**src/rtl/lpm_pkg.sv**
```systemverilog
package lpm_pkg;
  typedef enum logic [1:0] {
    SRC_MAIN = 2'd0,
    SRC_SUB  = 2'd1,
    SRC_OCO  = 2'd2,
    SRC_PLL  = 2'd3
  } clk_src_e;

  typedef enum logic [1:0] {
    ST_RUN  = 2'd0,
    ST_WAIT = 2'd1,
    ST_STOP = 2'd2,
    ST_STAB = 2'd3
  } pwr_state_e;

  typedef enum logic [1:0] {
    RQ_NONE = 2'd0,
    RQ_MODE = 2'd1,
    RQ_WAIT = 2'd2,
    RQ_STOP = 2'd3
  } req_kind_e;

  typedef struct packed {
    clk_src_e src;
    logic     slow;
  } clk_cfg_t;

  localparam logic [2:0] MODE_HS  = 3'd0;
  localparam logic [2:0] MODE_PLL = 3'd1;
  localparam logic [2:0] MODE_LS  = 3'd2;
  localparam logic [2:0] MODE_OCO = 3'd3;
  localparam logic [2:0] MODE_MED = 3'd4;
endpackage

```
**src/rtl/lpm_divider.sv**
```systemverilog
module lpm_divider #(
  parameter int SLOW_DIV = 8
) (
  input  logic clk,
  input  logic rst,
  input  logic run_i,
  input  logic slow_i,
  output logic tick_o
);
  localparam int CNT_W = (SLOW_DIV > 1) ? $clog2(SLOW_DIV) : 1;
  localparam logic [CNT_W-1:0] LAST = CNT_W'(SLOW_DIV - 1);

  logic [CNT_W-1:0] cnt;

  // boundary: last cycle of a divided period (every cycle when undivided)
  assign tick_o = run_i && (slow_i ? (cnt == LAST) : 1'b1);

  always_ff @(posedge clk) begin
    if (rst || !run_i || tick_o) cnt <= '0;
    else                         cnt <= cnt + 1'b1;
  end
endmodule

```
**src/rtl/lpm_wake_sel.sv**
```systemverilog
module lpm_wake_sel #(
  parameter int NIRQ  = 4,
  parameter int LVL_W = 3
) (
  input  logic [NIRQ-1:0]       per_irq_i,
  input  logic [NIRQ*LVL_W-1:0] per_lvl_i,
  input  logic                  gie_i,
  input  logic                  nmi_i,
  input  logic                  lvd_i,
  output logic                  any_wake_o
);
  logic [NIRQ-1:0] elig;

  for (genvar g = 0; g < NIRQ; g++) begin : g_elig
    assign elig[g] = per_irq_i[g] && (per_lvl_i[g*LVL_W +: LVL_W] != '0);
  end

  assign any_wake_o = nmi_i | lvd_i | (gie_i & (|elig));
endmodule

```
**src/rtl/lpm_stab_timer.sv**
```systemverilog
module lpm_stab_timer #(
  parameter int STAB_W = 8
) (
  input  logic              clk,
  input  logic              rst,
  input  logic              load_i,
  input  logic [STAB_W-1:0] val_i,
  output logic              done_o
);
  logic [STAB_W-1:0] cnt;

  always_ff @(posedge clk) begin
    if (rst)              cnt <= '0;
    else if (load_i)      cnt <= val_i;
    else if (cnt != '0)   cnt <= cnt - 1'b1;
  end

  assign done_o = (cnt == '0);
endmodule

```
**src/rtl/lpm_clkctl.sv**
```systemverilog
module lpm_clkctl
  import lpm_pkg::*;
#(
  parameter int NIRQ     = 4,
  parameter int LVL_W    = 3,
  parameter int STAB_W   = 8,
  parameter int SLOW_DIV = 8,
  localparam int DIV_W   = $clog2(SLOW_DIV + 1)
) (
  input  logic                  clk,
  input  logic                  rst,
  input  logic                  stop_req_i,
  input  logic                  wait_req_i,
  input  logic                  mode_req_valid_i,
  input  logic [2:0]            mode_req_code_i,
  input  logic                  nmi_i,
  input  logic                  lvd_irq_i,
  input  logic [NIRQ-1:0]       per_irq_i,
  input  logic [NIRQ*LVL_W-1:0] per_lvl_i,
  input  logic                  gie_i,
  input  logic                  osc_det_en_i,
  input  logic                  err_clr_i,
  input  logic [STAB_W-1:0]     stab_cycles_i,
  output logic                  main_osc_en_o,
  output logic                  sub_osc_en_o,
  output logic                  oco_en_o,
  output logic                  pll_en_o,
  output logic [1:0]            clk_sel_o,
  output logic [DIV_W-1:0]      div_ratio_o,
  output logic                  cpu_clk_en_o,
  output logic                  wake_o,
  output logic                  illegal_o
);
  pwr_state_e st, st_n;
  clk_cfg_t   cfg, cfg_n;
  req_kind_e  pend, pend_n;
  logic [2:0] pcode, pcode_n;
  logic       wake_n, err_set, stab_load;
  logic       div_tick, any_wake, stab_done, in_pll;

  lpm_divider #(.SLOW_DIV(SLOW_DIV)) u_div (
    .clk(clk), .rst(rst), .run_i(st == ST_RUN), .slow_i(cfg.slow), .tick_o(div_tick)
  );

  lpm_wake_sel #(.NIRQ(NIRQ), .LVL_W(LVL_W)) u_wake (
    .per_irq_i(per_irq_i), .per_lvl_i(per_lvl_i), .gie_i(gie_i),
    .nmi_i(nmi_i), .lvd_i(lvd_irq_i), .any_wake_o(any_wake)
  );

  lpm_stab_timer #(.STAB_W(STAB_W)) u_stab (
    .clk(clk), .rst(rst), .load_i(stab_load), .val_i(stab_cycles_i), .done_o(stab_done)
  );

  assign in_pll = (cfg.src == SRC_PLL);

  always_comb begin
    st_n      = st;
    cfg_n     = cfg;
    pend_n    = pend;
    pcode_n   = pcode;
    wake_n    = 1'b0;
    err_set   = 1'b0;
    stab_load = 1'b0;
    unique case (st)
      ST_RUN: begin
        if (div_tick && pend != RQ_NONE) begin
          pend_n = RQ_NONE;
          unique case (pend)
            RQ_MODE: begin
              if (pcode == MODE_HS) begin
                cfg_n = '{src: SRC_MAIN, slow: 1'b0};
              end else if (pcode == MODE_PLL && cfg.src == SRC_MAIN && !cfg.slow) begin
                cfg_n = '{src: SRC_PLL, slow: 1'b0};
              end else if (pcode == MODE_LS && !in_pll) begin
                cfg_n = '{src: SRC_SUB, slow: 1'b0};
              end else if (pcode == MODE_OCO && !in_pll) begin
                cfg_n = '{src: SRC_OCO, slow: 1'b0};
              end else if (pcode == MODE_MED && !in_pll) begin
                cfg_n = '{src: SRC_MAIN, slow: 1'b1};
              end else begin
                err_set = 1'b1;
              end
            end
            RQ_WAIT: begin
              if (in_pll) err_set = 1'b1;
              else        st_n = ST_WAIT;
            end
            RQ_STOP: begin
              if (in_pll || osc_det_en_i) err_set = 1'b1;
              else                        st_n = ST_STOP;
            end
            default: ;
          endcase
        end else if (stop_req_i) begin
          pend_n = RQ_STOP;
        end else if (wait_req_i) begin
          pend_n = RQ_WAIT;
        end else if (mode_req_valid_i) begin
          pend_n  = RQ_MODE;
          pcode_n = mode_req_code_i;
        end
      end
      ST_WAIT: begin
        if (any_wake) begin
          st_n   = ST_RUN;
          wake_n = 1'b1;
        end
      end
      ST_STOP: begin
        if (any_wake) begin
          st_n       = ST_STAB;
          stab_load  = 1'b1;
          cfg_n.slow = (cfg.src != SRC_SUB);
        end
      end
      ST_STAB: begin
        if (stab_done) begin
          st_n   = ST_RUN;
          wake_n = 1'b1;
        end
      end
      default: st_n = ST_RUN;
    endcase
  end

  always_ff @(posedge clk) begin
    if (rst) begin
      st            <= ST_RUN;
      cfg           <= '{src: SRC_MAIN, slow: 1'b1};
      pend          <= RQ_NONE;
      pcode         <= '0;
      main_osc_en_o <= 1'b1;
      sub_osc_en_o  <= 1'b0;
      oco_en_o      <= 1'b0;
      pll_en_o      <= 1'b0;
      clk_sel_o     <= SRC_MAIN;
      div_ratio_o   <= DIV_W'(SLOW_DIV);
      cpu_clk_en_o  <= 1'b1;
      wake_o        <= 1'b0;
      illegal_o     <= 1'b0;
    end else begin
      st            <= st_n;
      cfg           <= cfg_n;
      pend          <= pend_n;
      pcode         <= pcode_n;
      main_osc_en_o <= (st_n != ST_STOP) && (cfg_n.src == SRC_MAIN || cfg_n.src == SRC_PLL);
      sub_osc_en_o  <= (st_n != ST_STOP) && (cfg_n.src == SRC_SUB);
      oco_en_o      <= (st_n != ST_STOP) && (cfg_n.src == SRC_OCO);
      pll_en_o      <= (st_n != ST_STOP) && (cfg_n.src == SRC_PLL);
      clk_sel_o     <= cfg_n.src;
      div_ratio_o   <= cfg_n.slow ? DIV_W'(SLOW_DIV) : DIV_W'(1);
      cpu_clk_en_o  <= (st_n == ST_RUN);
      wake_o        <= wake_n;
      illegal_o     <= err_set | (illegal_o & ~err_clr_i);
    end
  end
endmodule

```
**config.mk**
```make
export PLATFORM = sky130hd
export DESIGN_NAME = lpm_clkctl
export DESIGN_NICKNAME = d
export VERILOG_FILES = /design/src/rtl/lpm_pkg.sv /design/src/rtl/lpm_divider.sv /design/src/rtl/lpm_wake_sel.sv /design/src/rtl/lpm_stab_timer.sv /design/src/rtl/lpm_clkctl.sv
export SDC_FILE = /design/constraint.sdc
export NUM_CORES = 1
export LEC_CHECK = 0
export ABC_CLOCK_PERIOD_IN_PS = 4800
export BUFFER_PORTS_ARGS = -buffer_cell sky130_fd_sc_hd__buf_4
export CAP_MARGIN = 20
export CORE_ASPECT_RATIO = 0.7
export CORE_UTILIZATION = 35
export CTS_BUF_LIST = sky130_fd_sc_hd__clkbuf_4
export CTS_CLUSTER_DIAMETER = 100
export DETAILED_ROUTE_END_ITERATION = 12
export MAX_ROUTING_LAYER = met4
export PLACE_DENSITY = 0.54
export SYNTH_ARGS = -nofsm -noshare
export SYNTH_HDL_FRONTEND = slang
export SYNTH_SLANG_ARGS = --single-unit
```
**constraint.sdc**
```tcl
create_clock -name clk -period 4.8 [get_ports clk]
set_clock_uncertainty 0.1 [all_clocks]
set_input_delay 0.48 -clock clk [delete_from_list [all_inputs] [get_ports clk]]
set_output_delay 0.48 -clock clk [all_outputs]
set_load 0.02 [all_outputs]
```
After elaboration in Yosys (flattened, before gate mapping):

Index checks and enable logic that the tools add are counted.

* flip-flop bits (word level): 32
* input bits: 37
* logic and storage cells: 122

* add/sub/neg operators: 2
* eq/ne operators: 17
* muxes and demuxes: 40
* bitwise gates (word level): 9
* reductions and logical operators: 39

Operators with widths (count)
* $mux 2: 11
* $mux 3: 7
* $mux 8: 2
* $logic_and 1x1->1: 15
* $eq 2x2->1 const B: 7
* $mux 1: 14
* $reduce_bool 3->1: 4
* $logic_not 2->1: 4
* $logic_not 8->1: 1
* $pmux 2 s4: 1
* $reduce_bool 8->1: 1
* $sub 8x1->8 const B: 1
* $eq 2x1->1 const B: 3
* $eq 3x2->1 const B: 2
* $eq 3x3->1 const B: 2
* $reduce_and 5->1: 1
* $logic_or 1x1->1: 4
* $mux 4: 1
* $not 1->1: 4
* $pmux 1 s2: 2
* $pmux 2 s2: 1
* $reduce_bool 2->1: 2
* $reduce_bool 4->1: 1
* $reduce_or 4->1: 1
* 10 further kinds: 15

Logic depth before layout (Yosys ltp):

Gate-level depths: netlist of the first run.

* depth after elaboration: 14
* depth in mapped cells: 9

Modules after synthesis:

From an unflattened synthesis of the first run, not the netlist that was laid out.

* cell total of the unflattened synthesis: 181
* area total of the unflattened synthesis: 1652.8 um^2

Modules (own cells, without submodules)
* lpm_clkctl: instances 1, cells each 111, area each 994.7 um^2
* lpm_stab_timer: instances 1, cells each 53, area each 475.5 um^2
* lpm_divider: instances 1, cells each 11, area each 132.6 um^2
* lpm_wake_sel: instances 1, cells each 6, area each 50.0 um^2

Worst setup path before layout of the first run:

Ideal clock, no wire load.

* path type: register -> register
* start point: register u_div.cnt[0]
* end point: register main_osc_en_o
* library setup time: 70 ps
* arrival time: 1975 ps
* required time: 4630 ps
* slack: 2654 ps
* cell stages (with the launch flop): 10
* buffers on the path: 0
* period minus slack after synthesis: 2146 ps
* cell sequence: dfxtp_1 > ha_1 > ha_1 > nand2b_1 > nand4b_1 > or3_1 > a32oi_1 > inv_1 > ha_1 > o21bai_1

RTL lines
* from (decl): RTL line lpm_divider.sv:13 `logic [CNT_W-1:0] cnt;`
* from (signal assigned): RTL line lpm_divider.sv:20 `else cnt <= cnt + 1'b1;`
* to (signal assigned): RTL line lpm_clkctl.sv:146 `main_osc_en_o <= (st_n != ST_STOP) && (cfg_n.src == SRC_MAIN || cfg_n.src == SRC_PLL);`
* to (decl): RTL line lpm_clkctl.sv:24 `output logic main_osc_en_o,`

==> results.md, run 1 <==
- Vias in the first global route: around 1400
- Mean post-synth cell area: between 9 and 10 um2
- Met2 wire len: roughly 1600 um
- Worst Path Arrival: approximately 2600 ps
- GRT Overall Usage: between 10% and 20%
- Final hold violation count: 0
- Worst skew pair latency: between 300 and 400 ps
- RSZ-0062 raised after global routing: false
- Yosys reg bits: 29
- I/O pin total: 50
- Status: finished clean
- Core ar.: 0.00438 mm2
- Resized Gates After CTS: 0
- TNS Setup: 0 ps
- Routed length per instance: between 10 and 15 um
- Max Clock Freq: 404 MHz
- Post-synth top cells: dfxtp_1, nor2_1, a21oi_1, mux2i_1
- Met3 Routed Length: 211 um
- Diode count: 0
- PwrDens: around 360 mW/mm2
- Largest cells by area after synthesis: dfxtp_1, mux2i_1, nor2_1
- Root buf cell: clkbuf_4
- Antenna violations before repair: 0
- Top layer in use: met4
- Detail Route Antenna Nets: 0
- Cells after synthesis: between 150 and 200
- Min Hold Slack: 265 ps
- First-pass DRT Iterations: 4
- HPWL Detailed: 2810 um
- Number of remaining DRC errors: 0
- Final slew viol count: 0
- Post-synth EDFFs: 0
- Deepest clock path buffer count: 2
- Post-route worst setup slack: 2320 ps
- Routed met1 length: ~1900 um
- Critical setup path kind: register to register
- Global-route wire length before repair: around 6300 um
- DP Worst Slack: ~2400 ps
- Die X: between 80 and 90 um
- Crit Path Max Fanout: 5
- Area growth syn-to-layout: 24.4%
- Die Y: slightly below 60 um
- Rows: 20
- Vias per std cell: 5.23
- Largest net degree at the start of global routing: 29
- Synth unique cells: 52
- CTS H-tree lvls: 2
- Synth Warn #: 0
- Overflow after GRT: 0
- DR iter-0 viols: between 60 and 70
- Worst setup EP type: register
- Cell Area, Synth: around 0.0016 mm2
- Area share of the largest cell type after synthesis: approximately 36%
- TritonCTS clock tree: built
- Die Area: 0.00490 mm2
- Most used DFF post-synth: dfxtp_1
- Setup violators final: 0
- Total power: slightly above 0.7 mW
- Max rail drop VDD: about 0.00016 V
- Share of cells above drive strength 1: 29.8%
- Part of the cycle the worst path needs: about 52%
- Async S/R FF share, synth: 0%
- Tmin final: between 2000 and 2500 ps
- CTS buffer count: 5
- Via count: ~1500
- Nets: 267
- Leading area contributor after synthesis: dfxtp_1
- Clock sink count: 29
- GP Congestion: around 0.86
- Count leader, synth: dfxtp_1
- Hold-fix buffers, CTS: 0
- Setup bufs post-CTS: 0
- Register area share after synthesis: a little over a third
- Initial Util: between 30% and 40%
- Max-cap viol count: 0
- Worst Setup Start Kind: register
- Final wirelength: 3830 um
- Clk slew on worst S/H paths: roughly 100 ps
- Leak Pwr: roughly 0.94 nW
- Buffers on Ports: 47
- HP Class: input pin to register
- WP data required: roughly 5000 ps
## final cells by class
class	instances	area, um2
Inverter	7	26.3
Timing Repair Buffer	47	353
Sequential cell	29	581
Clock inverter	3	12.5
Clock buffer	5	37.5
Tap cell	55	68.8
Multi-Input combinational cell	134	935
Fill cell	427	2370
## logic make-up (layout without fill, tap and decap cells)
kind of cell	count (synthesis)	in the layout	share of synthesized area, %
buffers and inverters	17	62	6.57
flip-flops	29	29	35.9
adder cells (fa/ha/maj)	6	6	4.64
other	1	2	0.232
AND/OR/NAND/NOR	68	68	23.1
XOR/XNOR	1	1	0.541
multiplexers	12	12	7.50
AO/OA/AOI/OAI	45	45	21.5
## report_power, final
part	total [mW]	switching, mW	internal (mW)	leakage [nW]
clock network	0.140	0.0874	0.0529	0.0300
logic	0.278	0.137	0.142	0.671
registers	0.299	0.0306	0.269	0.237
## registers in the layout, indices dropped and copies added, names as in the netlist, 2 cells and up, named ones only
register	count
pend	2
u_div.cnt	3
u_stab.cnt	8
pcode	3
cfg	2
st	2
## through the flow
step | instances | cell area (um2) | utilization (%)
2_1_floorplan | 180 | 1620 | -
3_3_place_gp | 272 | 1960 | 44.8
3_5_place_dp | 272 | 1960 | 44.8
4_1_cts | 280 | 2010 | 46.0
5_1_grt | 280 | 2010 | 46.0
6_report | 280 | 2010 | 46.0
## cell usage in the layout (no fill, tap or decap), types with 3 or more instances in the layout
cell type and n:
dfxtp_1 29, a21oi_1 11, a211oi_1 4, nor2b_1 3
ha_1 6, mux2i_1 11, nand2_1 7, nor2_1 27
nor3_1 4, o21ai_0 6, and2_1 3, or3_1 4
buf_4 47, o31a_1 4, clkbuf_4 5, nor3b_1 4
inv_1 7
## per-layer routing
| layer | up-vias | GRT usage [%] |
|---|---|---|
| met5 | - | - |
| met2 | 43 | 27.4 |
| met3 | 4 | 5.05 |
| met1 | 676 | 21.3 |
| met4 | 0 | 4.43 |
| li1 | 741 | - |
## worst max-delay path, cell delays in order (launching register included)
cell and delay [ps]:
dfxtp_1 350, ha_1 150, ha_1 160, nand2b_1 180, nand4b_1 220, or3_1 430
a32oi_1 260, inv_1 110, ha_1 300, o21bai_1 150
## final timing paths
path	from	depth (start not counted)	slack [ps]	to
setup / recovery	u_div.cnt[0]	9	2320	main_osc_en_o
hold / removal	wait_req_i	2	260	pend[0]
setup reg to reg	u_div.cnt[0]	9	2320	main_osc_en_o
hold reg to reg	u_div.cnt[0]	1	350	u_div.cnt[0]
No activity file was read; power rests on OpenSTA's default activity.
==> inputs of run 2 (changes only) <==
--- a/config.mk
+++ b/config.mk
@@ -5,7 +5,8 @@
 export SDC_FILE = /design/constraint.sdc
 export NUM_CORES = 1
 export LEC_CHECK = 0
-export ABC_CLOCK_PERIOD_IN_PS = 4800
+export ABC_AREA = 1
+export ABC_CLOCK_PERIOD_IN_PS = 2000
 export BUFFER_PORTS_ARGS = -buffer_cell sky130_fd_sc_hd__buf_4
 export CAP_MARGIN = 20
 export CORE_ASPECT_RATIO = 0.7
@@ -14,7 +15,7 @@
 export CTS_CLUSTER_DIAMETER = 100
 export DETAILED_ROUTE_END_ITERATION = 12
 export MAX_ROUTING_LAYER = met4
-export PLACE_DENSITY = 0.54
+export PLACE_DENSITY = 0.56
 export SYNTH_ARGS = -nofsm -noshare
 export SYNTH_HDL_FRONTEND = slang
 export SYNTH_SLANG_ARGS = --single-unit
==> constraint.sdc (replaced) <==
create_clock -name clk -period 2 [get_ports clk]
set_clock_uncertainty 0.1 [all_clocks]
set_input_delay 0.2 -clock clk [delete_from_list [all_inputs] [get_ports clk]]
set_output_delay 0.2 -clock clk [all_outputs]
set_load 0.02 [all_outputs]
==> run 2 against run 1 <==
Compared with the run above:
- first-iteration DRC count up 55%
- the flow now finishes with violations (DRC)
- sequential power grew to 2.5 times the previous value
- highest routed layer unchanged
- register-to-register slack worse by 2200 ps
- combinational power increased to 2.8 times the previous value
- clock-buffer cell count is 3 higher
- critical path type unchanged
- setup slack got worse by 2200 ps
- cell count up 27%
==> results.md, run 2 <==
- Overflow after GRT: 0 (unchanged)
- GP Congestion: 0.846 (-2.1%)
- Detail Route Antenna Nets: 0 (unchanged)
- Final wirelength: 3840 um (+0.34%)
- GR Util met3: 4.60% (-0.45 points)
- Part of the cycle the worst path needs: 96.3% (+45 points)
- Die X: 84.2 um (+1.1%)
- Final hold violation count: 0 (unchanged)
- WP data required: 2110 ps (-2840 ps)
- Global routing's busiest layer: met2
- Register share of total power: 39.8% (-1.9 points)
- Max rail drop VDD: 0.000550 V (+250%)
- Post-synth EDFFs: 0 (unchanged)
- First-pass DRT Iterations: 10 (+6)
- Rows: 20 (unchanged)
- Int Power: 1.21 mW (+160%)
- Post-synth top cells: nand2_1, inv_1, nor2_1
- Hold Crit Start: stab_cycles_i[7]
- Buffers on Ports: 47 (unchanged)
- Number of remaining DRC errors: 10 (+10)
- Cells on worst reg2reg path: 12 (+3)
- Share of cells above drive strength 1: 29.3% (-0.44 points)
- CTS buffer count: 5 (unchanged)
- Nets: 342 (+28%)
- Largest net degree at the start of global routing: 19 (-34%)
- Via count: 1615 (+10%)
- Worst r2r src: u_div.cnt[0]
- Cells after synthesis: 244 (+36%)
- Failing checks: DRC
- Synth Warn #: 0 (unchanged)
- PwrDens: 873 mW/mm2 (+140%)
- Final Util: 49.3% (+3.4 points)
- Root buf cell: clkbuf_4
- Placed insts: 343 (+26%)
- Yosys reg bits: 29 (unchanged)
- Met1 GRT Util: 24.6% (+3.3 points)
- Vias per std cell: 4.55 (-13%)
- Most used DFF post-synth: dfxtp_1
- Max-cap viol count: 0 (unchanged)
- Most frequent cells in the layout: buf_4, nand2_1, inv_1
- Tmin final: 1930 ps (-551 ps)
- Area growth syn-to-layout: 32.0%
- Vias in the first global route: 1445 (+5.2%)
- GRT Overall Usage: 17.4% (+0.32 points)
- RSZ-0062 raised after global routing: true
- HPWL Detailed: 2930 um (+4.2%)
- Switch Pwr: 0.694 mW (+170%)
- CP peak stage delay: 360 ps (-70 ps)
- Mean post-synth cell area: 6.78 um2 (-25%)
- Critical Path Start: u_div.cnt[0]
- Final Non-Filler Cells: 355 (+27%)
- Diode count: 0 (unchanged)
- CTS H-tree lvls: 2 (unchanged)
- TritonCTS clock tree: built
- Hold Path Sink: u_stab.cnt[7]
- Most flops, register: u_stab.cnt
- Post-route worst setup slack: 74.7 ps (-2250 ps)
- Worst path slowest cell: dfxtp_2
- HP Class: input pin to register
- Clock sink count: 29 (unchanged)
- Gate power share: 40.3% (+1.5 points)
- Count leader, synth: nand2_1
- Area share of the largest cell type after synthesis: 35.1% (-0.81 points)
- Largest registers: u_stab.cnt x8, pcode x3, u_div.cnt x3
- Setup violators final: 0 (unchanged)
- R2r setup slk: 70 ps (-2250 ps)
- Critical path, cell by cell: ha_4 -> ha_4 -> nor2_4 -> nor2_4 -> nand2_2 -> or2_1 -> nand3_1 -> nand2_2 -> ha_1 -> inv_1 -> nand2_1 -> nand2_1
- Leak Pwr: 1.08 nW (+15%)
- Status: finished, violations left
- Synth unique cells: 32 (-38%)
- Largest register FFs: 8 (unchanged)
- Critical setup path kind: register to register
- Routed length per instance: 10.8 um (-21%)
- GRT met2 Usage: 24.7% (-2.7 points)
- Worst Setup Start Kind: register
- Register area share after synthesis: 35.1% (-0.81 points)
- Final slew viol count: 0 (unchanged)
- Most common cell after layout, fill and taps aside: buf_4
- Crit Path Max Fanout: 4 (-1)
- Die Y: 59.5 um (+1.1%)
- Global-route wire length before repair: 6560 um (+3.7%)
- Clk slew on worst S/H paths: 90 ps (about the same)
- Total power: 1.91 mW (+170%)
- Antenna violations before repair: 0 (unchanged)
- Deepest clock path buffer count: 2 (unchanged)
- Reg-to-reg endpoint: main_osc_en_o
- Core ar.: 0.00443 mm2 (+1.1%)
- Worst setup EP type: register
- Hold path depth: 3 (+1)
- I/O pin total: 50 (unchanged)
- Switching part of the total: 36.4% (+0.94 points)
- Worst Path Arrival: 2030 ps (-600 ps)
- DP Worst Slack: 29.0 ps (-2330 ps)
- Async S/R FF share, synth: 0% (unchanged)
- Die Area: 0.00501 mm2 (+2.3%)
- Worst skew pair latency: 320 ps (about the same)
- DR iter-0 viols: 102 (+55%)
- Max Clock Freq: 519 MHz (+29%)
- Leading area contributor after synthesis: dfxtp_1
- Initial Util: 37.4% (+0.43 points)
- Largest cells by area after synthesis: dfxtp_1, nand2_1, inv_1
- Cell Area, Synth: 0.00166 mm2 (+2.3%)
- Clock Power Share: 19.9% (+0.4 points)
==> run 2: changes by cell type after synthesis, moves of 6 or more <==
| cell | previous run | this run |
|---|---|---|
| inv_1 | 7 | 36 |
| nand2_2 | 0 | 6 |
| nor2_1 | 27 | 33 |
| mux2i_1 | 11 | 0 |
| nand2_1 | 7 | 53 |
| nand3_1 | 2 | 15 |
==> run 2: logic make-up (layout without fill, tap and decap cells) <==
| logic type | Yosys count | count (layout) | share of synthesized area [%] |
|---|---|---|---|
| compound gates | 34 | 34 | 12.5 |
| xor+xnor | 6 | 6 | 3.18 |
| fa+ha+maj | 6 | 6 | 4.54 |
| buf+inv | 47 | 102 | 11.9 |
| flops | 29 | 29 | 35.1 |
| other cells | 1 | 2 | 0.227 |
| simple gates | 121 | 121 | 32.6 |
==> run 2: layout make-up <==
type	count	area, um2
well taps	55	68.8
repair buffers	53	398
fillers	448	2240
flip-flops and latches	29	583
clock buffers	8	60.1
multi-input cells	169	918
inverters	41	156
==> run 2: stage by stage <==
stage	TNS [ps]	hold WS (ps)	area, um2
2_1_floorplan	0	240	1660
3_3_place_gp	0	311	2050
3_5_place_dp	0	315	2050
4_1_cts	0	11.7	2110
5_1_grt	-50.6	15.8	2180
6_report	0	25.6	2180
==> run 2: worst max-delay path, delay by kind of cell, from the launching register on <==
family | cells | cell delay, ps
DFF | 1 | 360
and+or+nand+nor | 8 | 790
buffers and inverters | 1 | 30
adders and majority gates | 3 | 530
==> run 2: what timing repair did <==
| item | 4_1_cts | 5_1_grt |
|---|---|---|
| setup buffers | 0 | 4 |
| hold buffers | 0 | 0 |
| gates resized for setup | 0 | 11 |
| endpoints found under the setup margin | 0 | 7 |
| endpoints found under the hold margin | 0 | 0 |
==> run 2: worst max path at each step <==
stage / endpoint / slack, ps / depth (start not counted)
2_1_floorplan: sub_osc_en_o / 130 / 14
3_3_place_gp: sub_osc_en_o / 70 / 14
3_5_place_dp: sub_osc_en_o / 30 / 14
4_1_cts: sub_osc_en_o / 10 / 14
5_1_grt: main_osc_en_o / -30 / 12
6_report: main_osc_en_o / 70 / 12
==> run 2: per-layer routing <==
layer	up-vias	part of all wire [%]
met1	689	56
met3	4	5.7
li1	873	-
met4	0	0.44
met2	49	38
met5	-	0
==> run 2: power by group through the flow <==
stage	clock [mW]	combinational (mW)	sequential, mW
floorplan	0	0.564	0.755
global placement	0	0.714	0.768
detailed placement	0	0.718	0.765
CTS	0.394	0.721	0.753
global route	0.416	0.850	0.770
finish	0.379	0.769	0.760
==> inputs of run 3 (changes only) <==
--- a/config.mk
+++ b/config.mk
@@ -10,12 +10,12 @@
 export BUFFER_PORTS_ARGS = -buffer_cell sky130_fd_sc_hd__buf_4
 export CAP_MARGIN = 20
 export CORE_ASPECT_RATIO = 0.7
-export CORE_UTILIZATION = 35
+export CORE_UTILIZATION = 48
 export CTS_BUF_LIST = sky130_fd_sc_hd__clkbuf_4
 export CTS_CLUSTER_DIAMETER = 100
 export DETAILED_ROUTE_END_ITERATION = 12
 export MAX_ROUTING_LAYER = met4
-export PLACE_DENSITY = 0.56
+export PLACE_DENSITY = 0.74
 export SYNTH_ARGS = -nofsm -noshare
 export SYNTH_HDL_FRONTEND = slang
 export SYNTH_SLANG_ARGS = --single-unit
==> run 3 against run 2 <==
Compared with the run above:
- global-route usage grew 5.8 points
- utilization up 19 points
- the run now ends clean
- sequential share of layout area down 0.061 points
- first-iteration DRC count shrank 2.9%
- sequential cell count unchanged
- via count unchanged
==> results.md, run 3 (synthesized netlist as in run 2, its figures left out) <==
- Status: finished clean
- Setup violators final: 0 (unchanged)
- GP Congestion: 0.921 (+8.8%)
- Die Area: 0.00369 mm2 (-26%)
- Max-cap viol count: 0 (unchanged)
- Most frequent cells in the layout: buf_4, nand2_1, inv_1
- Worst skew pair latency: 330 ps (about the same)
- Vias per std cell: 4.65 (+2.3%)
- WP data required: 2110 ps (about the same)
- I/O pin total: 50 (unchanged)
- Rows: 17 (-15%)
- Final wirelength: 3920 um (+2.1%)
- Global-route wire length before repair: 6310 um (-3.8%)
- Max Clock Freq: 512 MHz (-1.5%)
- PwrDens: 872 mW/mm2 (-0.15%)
- Largest registers: u_stab.cnt x8, pcode x3, u_div.cnt x3
- Overflow after GRT: 0 (unchanged)
- HPWL Detailed: 2960 um (+1.3%)
- Most flops, register: u_stab.cnt
- HP Class: input pin to register
- Most common cell after layout, fill and taps aside: buf_4
- Leak Pwr: 1.08 nW (-0.64%)
- Area growth syn-to-layout: 32.3%
- Number of remaining DRC errors: 0 (-10)
- Critical setup path kind: register to register
- Nets: 342 (unchanged)
- CTS buffer count: 5 (unchanged)
- Part of the cycle the worst path needs: 97.7% (+1.5 points)
- Initial Util: 51.5% (+14 points)
- Die X: 72.2 um (-14%)
- GRT Overall Usage: 23.2% (+5.8 points)
- Switching part of the total: 37.3% (+0.88 points)
- TritonCTS clock tree: built
- Worst Path Arrival: 2070 ps (+40 ps)
- Detail Route Antenna Nets: 0 (unchanged)
- Worst Setup Start Kind: register
- Antenna violations before repair: 0 (unchanged)
- Area after DPL: 0.00204 mm2 (-0.85%)
- Min Hold Slack: 22.1 ps (-3.51 ps)
- Gate power share: 41.9% (+1.6 points)
- CTS H-tree lvls: 2 (unchanged)
- Clock Power Share: 18.2% (-1.7 points)
- Buffers on Ports: 47 (unchanged)
- Vias in the first global route: 1369 (-5.3%)
- Deepest clock path buffer count: 2 (unchanged)
- Register share of total power: 39.9% (about the same)
- Crit Path Max Fanout: 4 (unchanged)
- Die Y: 51.1 um (-14%)
- Final instance area: 0.00219 mm2 (+0.23%)
- Routed length per instance: 11.3 um (+4.5%)
- First-pass DRT Iterations: 4 (-6)
- Clock sink count: 29 (unchanged)
- Diode count: 0 (unchanged)
- DR iter-0 viols: 99 (-2.9%)
- Share of cells above drive strength 1: 30.3% (+1.0 points)
- Largest register FFs: 8 (unchanged)
- Root buf cell: clkbuf_4
- Tmin final: 1950 ps (+29.5 ps)
- Clk slew on worst S/H paths: 100 ps (about the same)
- Via count: 1615 (unchanged)
- Core ar.: 0.00321 mm2 (-27%)
- Int Power: 1.20 mW (-1.3%)
- Switch Pwr: 0.712 mW (+2.5%)
- Largest net degree at the start of global routing: 19 (unchanged)
- Worst setup EP type: register
- Max rail drop VDD: 0.000684 V (+24%)
- Final slew viol count: 0 (unchanged)
- Final hold violation count: 0 (unchanged)
-- run 3: changes by cell type in the layout (fill, tap and decap cells not counted), moves of 2 or more --
cell      delta
nand2_1      -2
clkinv_2     +2
nand2_2      +2
clkbuf_4     -2
-- run 3: power groups by stage --
stage / combinational [mW] / sequential, mW / clock (mW)
after detailed placement: 0.718 / 0.768 / 0
after CTS: 0.725 / 0.757 / 0.354
after global routing: 0.901 / 0.774 / 0.384
final: 0.801 / 0.762 / 0.347
after floorplan: 0.564 / 0.755 / 0
after global placement: 0.705 / 0.767 / 0
-- run 3: worst max-delay path, stage by stage (launching register included) --
cell and delay, ps:
dfxtp_2 360, ha_4 140, ha_4 120, nor2_2 40
nor2_4 140, nand2_2 90, or2_1 270, nand3_2 70
nand2_2 90, ha_4 260, inv_1 40, nand2_2 60
nand2_1 40
-- run 3: metal layers --
metal,wire length (um),part of all wire (%),global-route usage [%],vias to the layer above
met5,0,0,-,-
met4,47,1.2,5.88,0
met3,237,6.0,6.11,7
met2,1540,39,31.0,46
met1,2090,53,34.2,694
li1,-,-,-,868
-- run 3: final cells by class --
| class | count | area [um2] |
|---|---|---|
| well taps | 47 | 58.8 |
| clock inverters | 2 | 10.0 |
| repair buffers | 53 | 400 |
| clock buffers | 6 | 45.0 |
| flip-flops and latches | 29 | 583 |
| fillers | 286 | 1020 |
| inverters | 41 | 156 |
| multi-input cells | 169 | 936 |
-- run 3: through the flow --
stage	utilization, %	setup slack [ps]	setup TNS (ps)	cells	power, mW
5_1_grt	68.2	-31.4	-57.4	347	2.06
3_5_place_dp	63.4	8.68	0	334	1.49
2_1_floorplan	-	135	0	245	1.32
3_3_place_gp	63.4	79.0	0	334	1.47
6_report	68.2	45.3	0	347	1.91
4_1_cts	65.2	8.05	0	342	1.84
-- run 3: final timing paths --
| kind | from | endpoint | slack [ps] | cells past startpoint |
|---|---|---|---|---|
| worst min register to register | u_div.cnt[0] | u_div.cnt[0] | 340 | 1 |
| worst min-delay path | err_clr_i | illegal_o | 20 | 4 |
| worst max register to register | u_div.cnt[0] | main_osc_en_o | 50 | 12 |
| worst max-delay path | u_div.cnt[0] | main_osc_en_o | 50 | 12 |
-- run 3: repair_timing --
item / in CTS / in global routing
hold buffers: 0 / 1
setup buffers: 0 / 4
endpoints found under the hold margin: 0 / 1
resized for setup: 1 / 12
pin swaps: 0 / 8
endpoints found under the setup margin: 1 / 4
